<file path="config.mk">
export PLATFORM = sky130hd
export DESIGN_NAME = pkt_page_alloc
export DESIGN_NICKNAME = d
export VERILOG_FILES = /design/src/rtl/pa_pkg.sv /design/src/rtl/pa_pnum_fifo.sv /design/src/rtl/pa_page_map.sv /design/src/rtl/pa_pkt_table.sv /design/src/rtl/pkt_page_alloc.sv
export SDC_FILE = /design/constraint.sdc
export NUM_CORES = 1
export LEC_CHECK = 0
export ABC_AREA = 1
export BUFFER_PORTS_ARGS = -buffer_cell sky130_fd_sc_hd__buf_4
export CAP_MARGIN = 20
export CORE_ASPECT_RATIO = 0.6
export CORE_MARGIN = 2
export CORE_UTILIZATION = 40
export CTS_BUF_LIST = sky130_fd_sc_hd__clkbuf_2
export CTS_CLUSTER_DIAMETER = 150
export DETAILED_ROUTE_END_ITERATION = 12
export PLACE_DENSITY = 0.67
export SYNTH_ARGS = -nofsm -noshare
export SYNTH_HDL_FRONTEND = slang
export SYNTH_SLANG_ARGS = --single-unit
</file>
<file path="constraint.sdc">
create_clock -name clk -period 10.85 [get_ports clk]
set_clock_uncertainty 0.2 [all_clocks]
set_input_delay 1.085 -clock clk [delete_from_list [all_inputs] [get_ports clk]]
set_output_delay 1.085 -clock clk [all_outputs]
set_load 0.03 [all_outputs]
</file>
<file path="src/rtl/pa_pkg.sv">
package pa_pkg;

  typedef enum logic [2:0] {
    OP_NOP     = 3'd0,
    OP_ALLOC   = 3'd1,
    OP_RESET   = 3'd2,
    OP_RX_DROP = 3'd3,
    OP_RX_FREE = 3'd4,
    OP_FREE_PN = 3'd5,
    OP_TX_ENQ  = 3'd6,
    OP_TX_CLR  = 3'd7
  } op_e;

  typedef enum logic [1:0] {
    ST_IDLE    = 2'd0,
    ST_SEARCH  = 2'd1,
    ST_COMMIT  = 2'd2,
    ST_RELEASE = 2'd3
  } st_e;

  localparam logic [7:0] RESULT_NONE = 8'h80;

  // Both queue views packed into one status word; empty queues show head 0.
  function automatic logic [15:0] pack_queues(input logic rx_empty, input logic [6:0] rx_head,
                                              input logic tx_empty, input logic [6:0] tx_head);
    return {rx_empty, rx_empty ? 7'd0 : rx_head, tx_empty, tx_empty ? 7'd0 : tx_head};
  endfunction

endpackage

</file>
<file path="src/rtl/pa_pnum_fifo.sv">
module pa_pnum_fifo #(
  parameter int DEPTH = 8,
  parameter int W     = 3
) (
  input  logic         clk,
  input  logic         rst_n,
  input  logic         clr,
  input  logic         push,
  input  logic [W-1:0] din,
  input  logic         pop,
  output logic [W-1:0] dout,
  output logic         empty,
  output logic         full
);
  localparam int AW   = (DEPTH > 1) ? $clog2(DEPTH) : 1;
  localparam int CNTW = $clog2(DEPTH + 1);

  logic [W-1:0]    mem [DEPTH];
  logic [AW-1:0]   rd_ptr, wr_ptr;
  logic [CNTW-1:0] cnt;
  logic            do_pop, do_push;

  assign empty   = (cnt == '0);
  assign full    = (cnt == CNTW'(DEPTH));
  assign do_pop  = pop && !empty;
  assign do_push = push && (!full || do_pop);
  assign dout    = mem[rd_ptr];

  always_ff @(posedge clk or negedge rst_n) begin
    if (!rst_n) begin
      rd_ptr <= '0;
      wr_ptr <= '0;
      cnt    <= '0;
    end else if (clr) begin
      rd_ptr <= '0;
      wr_ptr <= '0;
      cnt    <= '0;
    end else begin
      if (do_push) wr_ptr <= (wr_ptr == AW'(DEPTH - 1)) ? '0 : wr_ptr + 1'b1;
      if (do_pop)  rd_ptr <= (rd_ptr == AW'(DEPTH - 1)) ? '0 : rd_ptr + 1'b1;
      if (do_push && !do_pop)      cnt <= cnt + 1'b1;
      else if (do_pop && !do_push) cnt <= cnt - 1'b1;
    end
  end

  always_ff @(posedge clk) begin
    if (do_push && !clr) mem[wr_ptr] <= din;
  end

endmodule

</file>
<file path="src/rtl/pa_page_map.sv">
module pa_page_map #(
  parameter int NPAGE = 16,
  parameter int LENW  = 6,
  parameter int PGW   = $clog2(NPAGE),
  parameter int CW    = $clog2(NPAGE + 1)
) (
  input  logic             clk,
  input  logic             rst_n,
  input  logic             clr_all,
  input  logic [LENW-1:0]  need,
  input  logic             srch_en,
  input  logic             take_en,
  input  logic [PGW-1:0]   take_base,
  input  logic [LENW-1:0]  take_len,
  input  logic             give_en,
  input  logic [PGW-1:0]   give_base,
  input  logic [LENW-1:0]  give_len,
  output logic [NPAGE-1:0] free_map,
  output logic [CW-1:0]    free_cnt,
  output logic             srch_found,
  output logic [PGW-1:0]   srch_base
);

  // Pages [base, base+len) as a bit mask.
  function automatic logic [NPAGE-1:0] run_mask(input int base, input int len);
    logic [NPAGE-1:0] m;
    for (int i = 0; i < NPAGE; i++) m[i] = (i >= base) && (i < base + len);
    return m;
  endfunction

  logic             hit;
  logic [PGW-1:0]   at;
  logic [NPAGE-1:0] take_m, give_m, nxt_map;

  // First fit: scan downward so the lowest fitting base wins.
  always_comb begin
    hit = 1'b0;
    at  = '0;
    for (int b = NPAGE - 1; b >= 0; b--) begin
      if (b + int'(need) <= NPAGE) begin
        if ((free_map & run_mask(b, int'(need))) == run_mask(b, int'(need))) begin
          hit = 1'b1;
          at  = PGW'(b);
        end
      end
    end
  end

  assign take_m = run_mask(int'(take_base), int'(take_len));
  assign give_m = run_mask(int'(give_base), int'(give_len));

  for (genvar g = 0; g < NPAGE; g++) begin : g_page
    assign nxt_map[g] = clr_all                   ? 1'b1 :
                        (give_en && give_m[g])    ? 1'b1 :
                        (take_en && take_m[g])    ? 1'b0 : free_map[g];
  end

  always_ff @(posedge clk or negedge rst_n) begin
    if (!rst_n) begin
      free_map   <= '1;
      srch_found <= 1'b0;
      srch_base  <= '0;
    end else begin
      free_map <= nxt_map;
      if (srch_en) begin
        srch_found <= hit;
        srch_base  <= at;
      end
    end
  end

  always_comb begin
    free_cnt = '0;
    for (int i = 0; i < NPAGE; i++) free_cnt = free_cnt + CW'(free_map[i]);
  end

endmodule

</file>
<file path="src/rtl/pa_pkt_table.sv">
module pa_pkt_table #(
  parameter int NPKT = 8,
  parameter int PGW  = 4,
  parameter int LENW = 6,
  parameter int PNW  = $clog2(NPKT)
) (
  input  logic            clk,
  input  logic            rst_n,
  input  logic            clr_all,
  input  logic            set_en,
  input  logic [PNW-1:0]  set_idx,
  input  logic [PGW-1:0]  set_base,
  input  logic [LENW-1:0] set_len,
  input  logic            clr_en,
  input  logic [PNW-1:0]  clr_idx,
  input  logic [PNW-1:0]  look_idx,
  output logic [NPKT-1:0] valid_vec,
  output logic            look_valid,
  output logic [PGW-1:0]  look_base,
  output logic [LENW-1:0] look_len,
  output logic            free_hit,
  output logic [PNW-1:0]  free_idx
);
  logic [PGW-1:0]  base_q [NPKT];
  logic [LENW-1:0] len_q  [NPKT];

  always_ff @(posedge clk or negedge rst_n) begin
    if (!rst_n) begin
      valid_vec <= '0;
      for (int i = 0; i < NPKT; i++) begin
        base_q[i] <= '0;
        len_q[i]  <= '0;
      end
    end else if (clr_all) begin
      valid_vec <= '0;
    end else begin
      if (clr_en) valid_vec[clr_idx] <= 1'b0;
      if (set_en) begin
        valid_vec[set_idx] <= 1'b1;
        base_q[set_idx]    <= set_base;
        len_q[set_idx]     <= set_len;
      end
    end
  end

  assign look_valid = valid_vec[look_idx];
  assign look_base  = base_q[look_idx];
  assign look_len   = len_q[look_idx];

  // Lowest unused packet number.
  always_comb begin
    free_hit = 1'b0;
    free_idx = '0;
    for (int i = NPKT - 1; i >= 0; i--) begin
      if (!valid_vec[i]) begin
        free_hit = 1'b1;
        free_idx = PNW'(i);
      end
    end
  end

endmodule

</file>
<file path="src/rtl/pkt_page_alloc.sv">
module pkt_page_alloc #(
  parameter int NPKT  = 8,
  parameter int NPAGE = 16
) (
  input  logic        clk,
  input  logic        rst_n,
  input  logic        cmd_we,
  input  logic [7:0]  cmd_wdata,
  input  logic        pn_we,
  input  logic [6:0]  pn_wdata,
  input  logic        rx_push,
  input  logic [6:0]  rx_pnum,
  output logic [7:0]  cmd_status,
  output logic [7:0]  alloc_result,
  output logic        alloc_irq,
  output logic [15:0] queue_word,
  output logic [15:0] mem_info
);
  import pa_pkg::*;

  localparam int PNW  = (NPKT > 1) ? $clog2(NPKT) : 1;
  localparam int PGW  = (NPAGE > 1) ? $clog2(NPAGE) : 1;
  localparam int LENW = 6;
  localparam int CW   = $clog2(NPAGE + 1);

  st_e             state;
  op_e             op;
  logic [LENW-1:0] need_q;
  logic [PNW-1:0]  rel_idx_q;
  logic [6:0]      pn_reg;

  logic [NPKT-1:0] pkt_valid;
  logic            look_valid, free_hit;
  logic [PGW-1:0]  look_base, srch_base;
  logic [LENW-1:0] look_len;
  logic [PNW-1:0]  free_idx, pn_idx;
  logic [NPAGE-1:0] free_map;
  logic [CW-1:0]   free_cnt;
  logic            srch_found;

  logic [PNW-1:0]  rx_head, tx_head;
  logic            rx_empty, rx_full, tx_empty, tx_full;

  // Named internal events, also observed by the bound checker.
  logic busy, idle, acc, pn_ok;
  logic ev_alloc_acc, ev_reset, ev_rx_drop, ev_rx_free, ev_pn_free;
  logic ev_release_acc, ev_release_done, ev_tx_enq, ev_tx_clr;
  logic ev_commit, ev_alloc_ok, ev_rx_push;

  assign op     = op_e'(cmd_wdata[7:5]);
  assign idle   = (state == ST_IDLE);
  assign busy   = !idle;
  assign acc    = cmd_we && idle;
  assign pn_idx = pn_reg[PNW-1:0];
  assign pn_ok  = (pn_reg < 7'(NPKT)) && pkt_valid[pn_idx];

  assign ev_alloc_acc    = acc && (op == OP_ALLOC);
  assign ev_reset        = acc && (op == OP_RESET);
  assign ev_rx_drop      = acc && (op == OP_RX_DROP) && !rx_empty;
  assign ev_rx_free      = acc && (op == OP_RX_FREE) && !rx_empty;
  assign ev_pn_free      = acc && (op == OP_FREE_PN) && pn_ok;
  assign ev_tx_enq       = acc && (op == OP_TX_ENQ) && pn_ok;
  assign ev_tx_clr       = acc && (op == OP_TX_CLR);
  assign ev_release_acc  = ev_rx_free || ev_pn_free;
  assign ev_release_done = (state == ST_RELEASE);
  assign ev_commit       = (state == ST_COMMIT);
  assign ev_alloc_ok     = ev_commit && srch_found && free_hit;
  assign ev_rx_push      = rx_push && (rx_pnum < 7'(NPKT));

  always_ff @(posedge clk or negedge rst_n) begin
    if (!rst_n) begin
      state        <= ST_IDLE;
      need_q       <= '0;
      rel_idx_q    <= '0;
      pn_reg       <= '0;
      alloc_result <= RESULT_NONE;
      alloc_irq    <= 1'b0;
    end else begin
      if (pn_we) pn_reg <= pn_wdata;
      unique case (state)
        ST_IDLE: begin
          if (ev_alloc_acc) begin
            need_q    <= LENW'(cmd_wdata[4:0]) + LENW'(1);
            alloc_irq <= 1'b0;
            state     <= ST_SEARCH;
          end else if (ev_release_acc) begin
            rel_idx_q <= ev_rx_free ? rx_head : pn_idx;
            state     <= ST_RELEASE;
          end else if (ev_reset) begin
            alloc_result <= RESULT_NONE;
            alloc_irq    <= 1'b0;
          end
        end
        ST_SEARCH: state <= ST_COMMIT;
        ST_COMMIT: begin
          alloc_result <= ev_alloc_ok ? {1'b0, 7'(free_idx)} : RESULT_NONE;
          alloc_irq    <= 1'b1;
          state        <= ST_IDLE;
        end
        ST_RELEASE: state <= ST_IDLE;
      endcase
    end
  end

  pa_page_map #(.NPAGE(NPAGE), .LENW(LENW), .PGW(PGW), .CW(CW)) u_map (
    .clk        (clk),
    .rst_n      (rst_n),
    .clr_all    (ev_reset),
    .need       (need_q),
    .srch_en    (state == ST_SEARCH),
    .take_en    (ev_alloc_ok),
    .take_base  (srch_base),
    .take_len   (need_q),
    .give_en    (ev_release_done && look_valid),
    .give_base  (look_base),
    .give_len   (look_len),
    .free_map   (free_map),
    .free_cnt   (free_cnt),
    .srch_found (srch_found),
    .srch_base  (srch_base)
  );

  pa_pkt_table #(.NPKT(NPKT), .PGW(PGW), .LENW(LENW), .PNW(PNW)) u_tab (
    .clk        (clk),
    .rst_n      (rst_n),
    .clr_all    (ev_reset),
    .set_en     (ev_alloc_ok),
    .set_idx    (free_idx),
    .set_base   (srch_base),
    .set_len    (need_q),
    .clr_en     (ev_release_done),
    .clr_idx    (rel_idx_q),
    .look_idx   (rel_idx_q),
    .valid_vec  (pkt_valid),
    .look_valid (look_valid),
    .look_base  (look_base),
    .look_len   (look_len),
    .free_hit   (free_hit),
    .free_idx   (free_idx)
  );

  pa_pnum_fifo #(.DEPTH(NPKT), .W(PNW)) u_rxq (
    .clk   (clk),
    .rst_n (rst_n),
    .clr   (ev_reset),
    .push  (ev_rx_push),
    .din   (rx_pnum[PNW-1:0]),
    .pop   (ev_rx_drop || ev_rx_free),
    .dout  (rx_head),
    .empty (rx_empty),
    .full  (rx_full)
  );

  pa_pnum_fifo #(.DEPTH(NPKT), .W(PNW)) u_txq (
    .clk   (clk),
    .rst_n (rst_n),
    .clr   (ev_reset || ev_tx_clr),
    .push  (ev_tx_enq),
    .din   (pn_idx),
    .pop   (1'b0),
    .dout  (tx_head),
    .empty (tx_empty),
    .full  (tx_full)
  );

  assign cmd_status = {7'd0, busy};
  assign queue_word = pack_queues(rx_empty, 7'(rx_head), tx_empty, 7'(tx_head));
  assign mem_info   = {8'(free_cnt), 8'(NPAGE)};

endmodule

</file>
==> summary.txt <==
Critical path
  • Critical path depth in cells: 11
  • R2R Path Start: need_q[1]$_DFFE_PN0P_
  • Most used cell, CP: fa_1
  • Slowest CP cell: dfstp_2
  • Critical path launch point type: flop
  • Critical path arrival: 4.55 ns
  • Worst path buffer plus inverter count: 4
  • CP max FO: 8
  • Path depth of the worst reg2reg path: 18
  • Data required time of the worst path: between 9 and 10 ns
  • R2R setup slack: between 6 and 7 ns
  • Cell-by-cell trace of the critical path: inv_1, fa_1, fa_1, fa_1, fa_1, inv_1, ha_1, inv_1, fa_1, o21ai_0, buf_4
  • Delay-heaviest family, CP: adder cells
  • Crit end category: output port
  • RR Endpoint: u_map.srch_found$_DFFE_PN0P_
  • Peak per-stage delay on the critical path: 0.63 ns
  • Setup CP Type: flop to output port

Cells and area
  • Area of the multi-input gates: between 6000 and 7000 um2
  • Share of layout cells above drive strength 1: 10.5%
  • Final Instance Count excl. Fillers: ~2000
  • Post-layout net count: 1644
  • Final instance area: 12600 um2
  • Biggest regs: u_tab.len_q: 48 flops, u_tab.base_q: 32 flops, u_rxq.mem: 24 flops
  • Area growth syn-to-layout: 6.04%
  • Commonest non-fill, non-tap cell in the layout: nand2_1
  • Antenna cells: 0
  • Most frequent cells in the layout: nand2_1 (364), o21ai_0 (195), inv_1 (149)
  • Biggest register: u_tab.len_q
  • Final Util: between 40 and 50%
  • Max FFs per register: 48
  • Register area: approximately 4600 um2
  • Fill cell count: ~3000

GRT
  • Remaining Overflow, GRT: 0
  • GRT met1 Usage: a little over two fifths
  • GRT Max-Usage Layer: met1
  • Number of global-route vias before repair: roughly 10000
  • Met3 Track Usage GR: roughly an eighth
  • Initial antenna violation count: 0
  • Met2 Use GR: around a third
  • First-pass GRT wire length: 62.3 mm
  • Pin count of the biggest net entering global routing: approximately 80
  • Total track usage: between 20% and 30%

Clocking
  • Root buf cell: clkbuf_2
  • CTS max path bufs: 2
  • Clk_lat worst skew: between 0.7 and 0.8 ns
  • Post-CTS Hold Buffers: 0
  • Post-CTS Repair Setup Buffers: 0
  • TritonCTS Buffers: 17
  • H-tree depth: 4
  • Clock tree from TritonCTS: yes
  • CTS Sinks: 176
  • Worst-path clk slew: 0.27 ns
  • Post-CTS Resized: 0

Flow run
  • Max-capacitance violation count: 0

Timing
  • Max-slew violation count: 0
  • Setup TNS: 0 ns
  • RSZ-0062 raised after global routing: no
  • Final hold violations: 0
  • Hold WS: between 0.04 and 0.05 ns
  • Final critical-path setup slack: 5.01 ns
  • Worst-margin pin slew: 0.935 ns
  • Relative slew slack: a little under two fifths
  • Final setup fails: 0
  • Crit share post-route: between 50% and 60%
  • FMAX: around 170 MHz
  • Tmin final: 5.84 ns

Route
  • Vias per cell: approximately 5.7
  • Vias: roughly 11000
  • Drt wl/cell: 20.6 um
  • Post-route DRC violation count: 0
  • Detail Route Antenna Nets: 0
  • WL final: ~41 mm
  • DR pass1 iterations: 6
  • DR iter-0 viols: ~1600

Power and ir drop
  • Pwr Total: 4.55 mW
  • Static Leak: just under 6 nW
  • Power per cell area: 361 nW/um2
  • Worst VDD drop: around 0.63 mV

Status
  • Outcome: finished, final reports clean

Logic synthesis
  • Synth Area in Simple Gates: roughly a quarter
  • Synthesized flop and latch total: 176
  • Compound-Gate Fraction of Synth Area: between 10% and 20%
  • Synth async-reset ratio: 84.7%
  • Mapped Cells: 1544
  • Sequential cell area fraction in the yosys report: around two fifths
  • Synth Warn #: 0
  • Synth Area in Adders: under 10%
  • Post-synth EDFFs: 27
  • Avg Synthesized Cell Area: 7.70 um2
  • Multiplexer area fraction after synthesis: less than 1%
  • Combinational family with the most area after synthesis: simple AND/OR/NAND/NOR gates
  • Post-synth top flop: dfrtp_1
  • Xor and xnor area share after synthesis: under 10%
  • Mapped cell area: around 12000 um2
  • Cell variety after synth: 71

Floorplan
  • Total die area: approximately 31000 um2
  • Die span in y: 138 um
  • Starting density of the core: between 40% and 50%
  • Die W: about 230 um
  • I/O pin count: between 70 and 80
  • Row count: 48
  • Core footprint: between 20000 and 30000 um2

Placed design
  • RePlAce Congestion: 1.04
  • Dpl hpwl: 30.9 mm
  • Placed Area: about 12000 um2
  • Dpl cells: 1937
  • Dpl ws: between 5 and 6 ns
  • IO buf count: 45

Hold path
  • Worst min-delay path category: primary input to asynchronous set/reset pin
==> synth_stat cells (all sizes together), types with 6 or more instances <==
master / instances / area [um2]
ha: 47 / 588
buf: 50 / 359
edfxtp: 27 / 811
fa: 13 / 260
a211oi: 6 / 50.1
dfstp: 17 / 447
a221oi: 9 / 78.8
a22oi: 13 / 97.6
clkbuf: 38 / 143
nor3: 28 / 145
inv: 167 / 629
nor2: 99 / 402
o22ai: 9 / 56.3
nor4: 10 / 77.6
a22o: 11 / 96.3
nand3: 80 / 415
a21oi: 67 / 347
nand2: 374 / 1440
o21ai: 203 / 1020
dfrtp: 132 / 3300
and2: 6 / 40.0
nand4: 31 / 206
o31ai: 6 / 45.0
a31oi: 10 / 68.8
o211ai: 19 / 148
o221ai: 8 / 70.1
xor2: 19 / 166
==> worst max-delay path by stage <==
stage,from,to,slack [ns]
2_1_floorplan,u_map.free_map[7]$_DFFE_PN1P_,mem_info[12],5.54
3_3_place_gp,u_map.free_map[9]$_DFFE_PN1P_,mem_info[12],5.89
3_5_place_dp,u_map.free_map[9]$_DFFE_PN1P_,mem_info[12],5.85
4_1_cts,u_map.free_map[9]$_DFFE_PN1P_,mem_info[12],4.94
5_1_grt,u_map.free_map[5]$_DFFE_PN1P_,mem_info[12],4.78
6_report,u_map.free_map[9]$_DFFE_PN1P_,mem_info[12],5.01
==> where the power goes <==
| group | internal, mW | switching [mW] |
|---|---|---|
| clock network | 0.0569 | 0.244 |
| logic | 1.07 | 2.13 |
| registers | 0.841 | 0.216 |
| total | 1.97 | 2.59 |
==> cells by family (layout without fill, tap and decap cells) <==
group | count (synthesis) | after routing
AOI/OAI and AO/OA | 383 | 383
muxes | 7 | 7
DFF | 176 | 176
buffers and inverters | 260 | 258
other | 2 | 30
adders and majority gates | 60 | 60
xor gates and xnor gates | 22 | 22
and+or+nand+nor | 634 | 634
==> area by class of cell <==
cell class	instances	share of cell area (%)
clock buffers	17	0.675
clock inverters	15	0.754
inverters	172	5.14
multi-input cells	1136	49.9
flip-flops and latches	176	36.2
well taps	400	3.97
repair buffers	54	3.40
==> per-layer routing <==
| layer | wire, um | up-vias | share of wire (%) |
|---|---|---|---|
| met5 | 99 | - | 0.24 |
| met4 | 286 | 2 | 0.71 |
| met3 | 5810 | 32 | 14 |
| met2 | 14400 | 631 | 36 |
| met1 | 20000 | 5342 | 49 |
| li1 | - | 5196 | - |
==> worst register-to-register path: stages (launching register included) <==
cell,delay [ns]
dfrtp_1,0.38
buf_4,0.33
clkinv_1,0.49
buf_4,0.36
ha_1,0.47
clkinv_1,0.40
o21ai_0,0.65
o21ai_0,0.15
o21ai_0,0.15
o21ai_0,0.09
nand2_1,0.10
a21oi_2,0.06
o21ai_2,0.11
and2_4,0.21
nand2_4,0.05
nor2_1,0.09
nand3_1,0.08
nand2_1,0.07
inv_1,0.04
(Power assumes the default switching activity.)
